### src/rtl/ata_tf_pkg.sv
package ata_tf_pkg;

  localparam int N_DRIVES = 2;
  localparam int KIND_W   = 2;

  typedef enum logic [1:0] {
    DEV_NONE   = 2'd0,
    DEV_DISK   = 2'd1,
    DEV_PACKET = 2'd2
  } dev_kind_e;

  // command-block offsets
  localparam logic [2:0] OFS_DATA   = 3'd0;
  localparam logic [2:0] OFS_ERRFT  = 3'd1;
  localparam logic [2:0] OFS_COUNT  = 3'd2;
  localparam logic [2:0] OFS_SECT   = 3'd3;
  localparam logic [2:0] OFS_CYLLO  = 3'd4;
  localparam logic [2:0] OFS_CYLHI  = 3'd5;
  localparam logic [2:0] OFS_DH     = 3'd6;
  localparam logic [2:0] OFS_CMDST  = 3'd7;
  // control-block offsets
  localparam logic [2:0] CB_DEVCTL  = 3'd6;
  localparam logic [2:0] CB_ALTADDR = 3'd7;

  localparam logic [1:0] SIZE_BYTE  = 2'd0;

  // fixed values
  localparam logic [7:0] ERR_POR      = 8'h01;
  localparam logic [7:0] DEVCTL_POR   = 8'h08;
  localparam logic [7:0] ST_SRST      = 8'h90;
  localparam logic [7:0] ST_ABORT     = 8'h41;
  localparam logic [7:0] ERR_ABORT    = 8'h04;
  localparam logic [7:0] DH_FORCE     = 8'hA0;
  localparam logic [7:0] ALT_ADDR_VAL = 8'hFF;
  localparam logic [7:0] SIG_PKT_HI   = 8'hEB;
  localparam logic [7:0] SIG_PKT_LO   = 8'h14;

  // device-control bit positions
  localparam int DC_NIEN = 1;
  localparam int DC_SRST = 2;
  localparam int DH_SEL  = 4;

  typedef struct packed {
    logic wr_feat;
    logic wr_count;
    logic wr_sect;
    logic wr_cyllo;
    logic wr_cylhi;
    logic wr_dh;
    logic wr_cmd;
    logic wr_devctl;
    logic rd_ok;
    logic rd_status;
  } tf_strobe_t;

  function automatic dev_kind_e kind_at(logic [N_DRIVES*KIND_W-1:0] kinds, logic sel);
    return dev_kind_e'(kinds[sel*KIND_W +: KIND_W]);
  endfunction

endpackage

### src/rtl/ata_tf_decode.sv
module ata_tf_decode
  import ata_tf_pkg::*;
#(
  parameter int AW = 3,
  parameter int SW = 2
) (
  input  logic          wr_en,
  input  logic          rd_en,
  input  logic          ctrl_sel,
  input  logic [AW-1:0] addr,
  input  logic [SW-1:0] size,
  output tf_strobe_t    stb,
  output logic          bad_size
);

  logic byte_ok;
  logic cw, bw;

  assign byte_ok  = (size == SW'(SIZE_BYTE));
  assign bad_size = (wr_en | rd_en) & ~byte_ok;
  assign cw       = wr_en & byte_ok & ~ctrl_sel;
  assign bw       = wr_en & byte_ok &  ctrl_sel;

  always_comb begin
    stb           = '0;
    stb.wr_feat   = cw & (addr == AW'(OFS_ERRFT));
    stb.wr_count  = cw & (addr == AW'(OFS_COUNT));
    stb.wr_sect   = cw & (addr == AW'(OFS_SECT));
    stb.wr_cyllo  = cw & (addr == AW'(OFS_CYLLO));
    stb.wr_cylhi  = cw & (addr == AW'(OFS_CYLHI));
    stb.wr_dh     = cw & (addr == AW'(OFS_DH));
    stb.wr_cmd    = cw & (addr == AW'(OFS_CMDST));
    stb.wr_devctl = bw & (addr == AW'(CB_DEVCTL));
    stb.rd_ok     = rd_en & byte_ok;
    stb.rd_status = rd_en & byte_ok & ~ctrl_sel & (addr == AW'(OFS_CMDST));
  end

endmodule

### src/rtl/ata_tf_shadow.sv
module ata_tf_shadow
  import ata_tf_pkg::*;
#(
  parameter int DW = 8
) (
  input  logic                          clk,
  input  logic                          rst,
  input  logic                          wr_count,
  input  logic                          wr_sect,
  input  logic                          wr_cyllo,
  input  logic                          wr_cylhi,
  input  logic [DW-1:0]                 wdata,
  input  logic                          srst_exit,
  input  logic [N_DRIVES*KIND_W-1:0]    kinds,
  input  logic                          sel,
  output logic [DW-1:0]                 count_o,
  output logic [DW-1:0]                 sect_o,
  output logic [DW-1:0]                 cyllo_o,
  output logic [DW-1:0]                 cylhi_o
);

  logic [DW-1:0] cnt_q   [N_DRIVES];
  logic [DW-1:0] sect_q  [N_DRIVES];
  logic [DW-1:0] cyllo_q [N_DRIVES];
  logic [DW-1:0] cylhi_q [N_DRIVES];

  for (genvar g = 0; g < N_DRIVES; g++) begin : g_drv
    dev_kind_e kd;
    assign kd = dev_kind_e'(kinds[g*KIND_W +: KIND_W]);

    always_ff @(posedge clk) begin
      if (rst) begin
        cnt_q[g]   <= DW'(1);
        sect_q[g]  <= DW'(1);
        cyllo_q[g] <= '0;
        cylhi_q[g] <= '0;
      end else if (srst_exit) begin
        cnt_q[g]   <= DW'(1);
        sect_q[g]  <= DW'(1);
        cyllo_q[g] <= (kd == DEV_PACKET) ? DW'(SIG_PKT_LO) : '0;
        cylhi_q[g] <= (kd == DEV_PACKET) ? DW'(SIG_PKT_HI) : '0;
      end else begin
        if (wr_count) cnt_q[g]   <= wdata;
        if (wr_sect)  sect_q[g]  <= wdata;
        if (wr_cyllo) cyllo_q[g] <= wdata;
        if (wr_cylhi) cylhi_q[g] <= wdata;
      end
    end
  end

  assign count_o = cnt_q[sel];
  assign sect_o  = sect_q[sel];
  assign cyllo_o = cyllo_q[sel];
  assign cylhi_o = cylhi_q[sel];

endmodule

### src/rtl/ata_tf_regs.sv
module ata_tf_regs
  import ata_tf_pkg::*;
#(
  parameter int DW = 8
) (
  input  logic                       clk,
  input  logic                       rst,
  input  tf_strobe_t                 stb,
  input  logic [DW-1:0]              wdata,
  input  logic                       abort_req,
  input  logic [N_DRIVES*KIND_W-1:0] kinds,
  output logic [DW-1:0]              status_q,
  output logic [DW-1:0]              error_q,
  output logic [DW-1:0]              dh_q,
  output logic [DW-1:0]              cmd_q,
  output logic [DW-1:0]              devctl_q,
  output logic [DW-1:0]              feat_q,
  output logic                       irq_q,
  output logic                       srst_exit
);

  logic srst_enter;
  logic nien_next;
  logic new_absent;

  assign srst_enter = stb.wr_devctl &  wdata[DC_SRST] & ~devctl_q[DC_SRST];
  assign srst_exit  = stb.wr_devctl & ~wdata[DC_SRST] &  devctl_q[DC_SRST];
  assign nien_next  = stb.wr_devctl ? (wdata[DC_NIEN] & ~srst_enter) : devctl_q[DC_NIEN];
  assign new_absent = (kind_at(kinds, wdata[DH_SEL]) == DEV_NONE);

  always_ff @(posedge clk) begin
    if (rst) begin
      status_q <= '0;
      error_q  <= DW'(ERR_POR);
      dh_q     <= '0;
      cmd_q    <= '0;
      devctl_q <= DW'(DEVCTL_POR);
      feat_q   <= '0;
    end else begin
      if (stb.wr_devctl) begin
        devctl_q          <= wdata;
        devctl_q[DC_NIEN] <= nien_next;
      end
      if (stb.wr_feat) feat_q <= wdata;
      if (stb.wr_cmd)  cmd_q  <= wdata;
      if (stb.wr_dh) begin
        dh_q <= wdata | DW'(DH_FORCE);
        if (new_absent) begin
          error_q[2]  <= 1'b1;
          status_q[0] <= 1'b1;
        end
      end
      if (srst_enter) begin
        status_q <= DW'(ST_SRST);
        error_q  <= DW'(ERR_POR);
        cmd_q    <= '0;
      end
      if (srst_exit) begin
        status_q[7]   <= 1'b0;
        status_q[6]   <= 1'b1;
        dh_q[3:0]     <= 4'h0;
      end
      if (abort_req) begin
        status_q <= DW'(ST_ABORT);
        error_q  <= DW'(ERR_ABORT);
      end
    end
  end

  always_ff @(posedge clk) begin
    if (rst)                irq_q <= 1'b0;
    else if (nien_next)     irq_q <= 1'b0;
    else if (abort_req)     irq_q <= 1'b1;
    else if (stb.rd_status) irq_q <= 1'b0;
  end

endmodule

### src/rtl/ata_tf_channel.sv
module ata_tf_channel
  import ata_tf_pkg::*;
#(
  parameter int DW = 8,
  parameter int AW = 3,
  parameter int SW = 2
) (
  input  logic                       clk,
  input  logic                       rst,
  input  logic [N_DRIVES*KIND_W-1:0] drv_kind,
  input  logic                       bus_wr,
  input  logic                       bus_rd,
  input  logic                       bus_ctrl,
  input  logic [AW-1:0]              bus_addr,
  input  logic [SW-1:0]              bus_size,
  input  logic [DW-1:0]              bus_wdata,
  input  logic                       abort_req,
  output logic [DW-1:0]              bus_rdata,
  output logic [DW-1:0]              features,
  output logic [DW-1:0]              cmd_code,
  output logic                       cmd_strobe,
  output logic                       size_err,
  output logic                       irq
);

  tf_strobe_t    stb;
  logic          bad_size;
  logic          srst_exit;
  logic [DW-1:0] status_w, error_w, dh_w, devctl_w;
  logic [DW-1:0] cnt_w, sect_w, cyllo_w, cylhi_w;
  logic [DW-1:0] rd_next;
  logic          cur_absent;

  ata_tf_decode #(.AW(AW), .SW(SW)) u_dec (
    .wr_en    (bus_wr),
    .rd_en    (bus_rd),
    .ctrl_sel (bus_ctrl),
    .addr     (bus_addr),
    .size     (bus_size),
    .stb      (stb),
    .bad_size (bad_size)
  );

  ata_tf_regs #(.DW(DW)) u_regs (
    .clk       (clk),
    .rst       (rst),
    .stb       (stb),
    .wdata     (bus_wdata),
    .abort_req (abort_req),
    .kinds     (drv_kind),
    .status_q  (status_w),
    .error_q   (error_w),
    .dh_q      (dh_w),
    .cmd_q     (cmd_code),
    .devctl_q  (devctl_w),
    .feat_q    (features),
    .irq_q     (irq),
    .srst_exit (srst_exit)
  );

  ata_tf_shadow #(.DW(DW)) u_shadow (
    .clk       (clk),
    .rst       (rst),
    .wr_count  (stb.wr_count),
    .wr_sect   (stb.wr_sect),
    .wr_cyllo  (stb.wr_cyllo),
    .wr_cylhi  (stb.wr_cylhi),
    .wdata     (bus_wdata),
    .srst_exit (srst_exit),
    .kinds     (drv_kind),
    .sel       (dh_w[DH_SEL]),
    .count_o   (cnt_w),
    .sect_o    (sect_w),
    .cyllo_o   (cyllo_w),
    .cylhi_o   (cylhi_w)
  );

  assign cur_absent = (kind_at(drv_kind, dh_w[DH_SEL]) == DEV_NONE);

  always_comb begin
    rd_next = '0;
    if (bus_ctrl) begin
      if (bus_addr == AW'(CB_ALTADDR))                   rd_next = DW'(ALT_ADDR_VAL);
      else if (bus_addr == AW'(CB_DEVCTL) && !cur_absent) rd_next = status_w;
    end else if (cur_absent) begin
      if (bus_addr == AW'(OFS_DH)) rd_next = DW'(DH_FORCE);
    end else begin
      unique case (bus_addr)
        AW'(OFS_ERRFT): rd_next = error_w;
        AW'(OFS_COUNT): rd_next = cnt_w;
        AW'(OFS_SECT):  rd_next = sect_w;
        AW'(OFS_CYLLO): rd_next = cyllo_w;
        AW'(OFS_CYLHI): rd_next = cylhi_w;
        AW'(OFS_DH):    rd_next = dh_w;
        AW'(OFS_CMDST): rd_next = status_w;
        default:        rd_next = '0;
      endcase
    end
  end

  always_ff @(posedge clk) begin
    if (rst) begin
      bus_rdata  <= '0;
      cmd_strobe <= 1'b0;
      size_err   <= 1'b0;
    end else begin
      cmd_strobe <= stb.wr_cmd;
      size_err   <= bad_size;
      if (stb.rd_ok)   bus_rdata <= rd_next;
      else if (bus_rd) bus_rdata <= '0;
    end
  end

endmodule

### config.mk
export PLATFORM = sky130hd
export DESIGN_NAME = ata_tf_channel
export DESIGN_NICKNAME = d
export VERILOG_FILES = /design/src/rtl/ata_tf_pkg.sv /design/src/rtl/ata_tf_decode.sv /design/src/rtl/ata_tf_shadow.sv /design/src/rtl/ata_tf_regs.sv /design/src/rtl/ata_tf_channel.sv
export SDC_FILE = /design/constraint.sdc
export NUM_CORES = 1
export LEC_CHECK = 0
export BUFFER_PORTS_ARGS = -buffer_cell sky130_fd_sc_hd__buf_2
export CAP_MARGIN = 0
export CORE_ASPECT_RATIO = 1.25
export CORE_UTILIZATION = 59
export DETAILED_ROUTE_END_ITERATION = 10
export PLACE_DENSITY = 0.82
export SYNTH_ARGS = -nofsm -noshare
export SYNTH_HDL_FRONTEND = slang
export SYNTH_SLANG_ARGS = --single-unit
### constraint.sdc
create_clock -name clk -period 1.9 [get_ports clk]
set_clock_uncertainty 0.05 [all_clocks]
set_input_delay 0.095 -clock clk [delete_from_list [all_inputs] [get_ports clk]]
set_output_delay 0.095 -clock clk [all_outputs]
set_load 0.01 [all_outputs]
==> metrics.txt <==
clock slew seen by the registers of the worst setup and hold paths roughly 100 ps; Area Overhead vs Synth 13.5%; worst hold slack between 6 and 7 ps; Psw around 1.0 mW; IO Port Bufs between 40 and 50; register area share after synthesis a little under three fifths; Max VDD drop ~0.56 mV; Async SR Flop Fraction 0%; fin cells between 500 and 600; Synth Net Count between 400 and 500; final hold viol count 0; Total Routed Length around 11000 um; CTS tree yes; overall global routing resource usage 27.0%; crit path DAT 1780 ps; layout cells sized above 1 21.7%; post-detail-place hpwl around 7600 um; Hold Crit Start bus_rd; Synth Warn # 0; Highest Clock Rate about 570 MHz; max cap viols 0; outcome completed; Lkg Pwr around 2.2 nW; vias approximately 3500; Post-CTS Hold Fix Bufs 4; critical-path cell with the highest stage delay dlygate4sd3_1; Final ANT Viol Nets 0; DIE AREA roughly 8600 sq um; crit path cell chain dlygate4sd3_1 -> buf_2 -> inv_1 -> nand2_4 -> nor2_2 -> or2_2; Area contributors post-synth edfxtp_1, dfxtp_1, mux2i_1; Synth Instances roughly 430; Post-CTS Setup Inserts 0; Slew @ Worst Pin 474 ps; CTS Sinks 106; 1st-iter DRT viols around 280; first-pass GRT wire length around 17000 um; row cnt 36; TritonCTS Buffers 9; grt ovf 0; fill count a little under 600; share of power burned in registers between 50 and 60%; routability cong. between 0.8 and 0.9; wire per inst roughly 19 um; CP max FO 12; Yosys cell types 52; area leader, netlist edfxtp_1; largest net degree at the start of global routing 18; final worst path period share between 90 and 100%; Synth top area share around two fifths; Avg Inst Size Synth about 11 sq um; DP Cell Count 569; P per Cell Area 792 nW/um^2; number of synthesized register bits roughly 110; combinational share of power ~7.7%; CP Launch Point rst; drt first pass iters 5; internal power around 3.4 mW; Core ar. 7880 sq um; dominant synthesized flop cell edfxtp_1; clk_lat worst skew approximately 370 ps; startpoint types primary input; root buf cell clkbuf_8; clock share of power 34.2%; Worst Path Required around 1900 ps; overall power ~4.4 mW; io pins 50; switch share ~23%; H-tree depth 3; nets@finish roughly 510; setup TNS 0 ps; Placed Area roughly 5300 sq um; Tmin final 1760 ps; die height approximately 100 um; Die X around 83 um; final instance area 5520 sq um; Rel. slew slack between 60% and 70%; Crit. End Element register; Initial Util between 60 and 70%; leading cell type in the layout, fill and taps excluded edfxtp_1; max-slew violations 0; average vias per placed instance roughly 6; vias in the first global route 3308; # diodes 0; mapped cell area 4860 sq um; RSZ-0062 raised after global routing false; initial antenna violation count 0; Post-synth EDFFs 64; critical setup path kind primary input to register; Final Setup Violations 0; CP peak stage delay roughly 530 ps; DRC viols 0; CTS max path bufs 2; CTS resizes 0; min-delay worst type primary input to register; most frequent cells in the layout edfxtp_1, buf_2, mux2i_1, dfxtp_1, nand2_1
## flip-flops by register name, summed over array words and instances, names as in the netlist, named ones only
signal            count
u_regs.status_q       3
u_regs.irq_q          1
u_shadow.sect_q      16
bus_rdata             8
size_err              1
u_shadow.cyllo_q     16
u_shadow.cylhi_q     16
u_regs.feat_q         8
u_regs.cmd_q          8
u_regs.dh_q           7
u_regs.error_q        2
u_shadow.cnt_q       16
u_regs.devctl_q       2
cmd_strobe            1
## power groups by stage
| stage | Sequential (mW) | Clock (mW) | Combinational [mW] |
|---|---|---|---|
| 4_1_cts | 2.54 | 1.50 | 0.333 |
| 5_1_grt | 2.55 | 1.60 | 0.363 |
| 6_report | 2.54 | 1.49 | 0.335 |
| 3_3_place_gp | 2.59 | 0 | 0.320 |
| 2_1_floorplan | 2.59 | 0 | 0.192 |
| 3_5_place_dp | 2.60 | 0 | 0.325 |
## logic make-up (layout without fill, tap and decap cells)
kind of cell,after synthesis,after routing,synth area share (%)
compound gates,74,74,10.1
buf+inv,29,92,2.94
flops,106,106,56.8
mux,50,50,10.4
simple gates,172,172,19.7
## metal layers
metal	track usage [%]	wire, um
met4	15.9	450
met3	5.24	615
met5	0	0
met2	43.0	5170
met1	34.8	4700
## cell type report
cell class                 count  area, sq um  share of cell area [%]
clock inverter                 6         81.3                    1.47
clock buffer                  10          128                    2.31
tap                           95          119                    2.15
sequential                   106         2760                    50.1
multi-input combinational    296         1950                    35.4
inverter                       3         11.3                   0.204
timing repair buffer          73          460                    8.34
## path summary, 6_finish.rpt
path / to / slack [ps] / depth (start not counted)
worst max-delay path: u_shadow.cylhi_q[0][7] / 140 / 6
worst min-delay path: bus_rdata[7] / 6 / 3
worst max register to register: bus_rdata[7] / 170 / 6
worst min register to register: bus_rdata[7] / 410 / 2
## cell usage after synthesis (2+ instances only)
library cell	number
edfxtp_1	64
mux2i_1	48
dfxtp_1	42
nand2_1	40
and2_1	39
nor2_1	33
a21oi_1	23
buf_2	12
o21ai_0	10
clkbuf_1	9
nand3_1	9
o22ai_1	9
or2_2	8
nand3b_1	7
nor3_1	7
buf_4	5
o31a_1	5
or3_1	5
a211oi_1	4
o2bb2ai_1	4
a31oi_1	3
o21bai_1	3
or3b_1	3
a2111oi_2	2
and3_1	2
inv_1	2
mux2_2	2
nand2b_1	2
nand4_1	2
nor2_2	2
nor2_4	2
nor2b_1	2
o21ai_1	2
## worst max-delay path: cells and delay by family
family / cells / cell delay (ps)
buffers and inverters: 3 / 960
and+or+nand+nor: 3 / 700
## per-stage QoR
step,worst slack (ps),util (%)
3_5_place_dp,128,66.8
5_1_grt,25.2,70.0
2_1_floorplan,258,-
3_3_place_gp,173,66.8
6_report,141,70.0
4_1_cts,154,70.0
(Power assumes the default switching activity.)
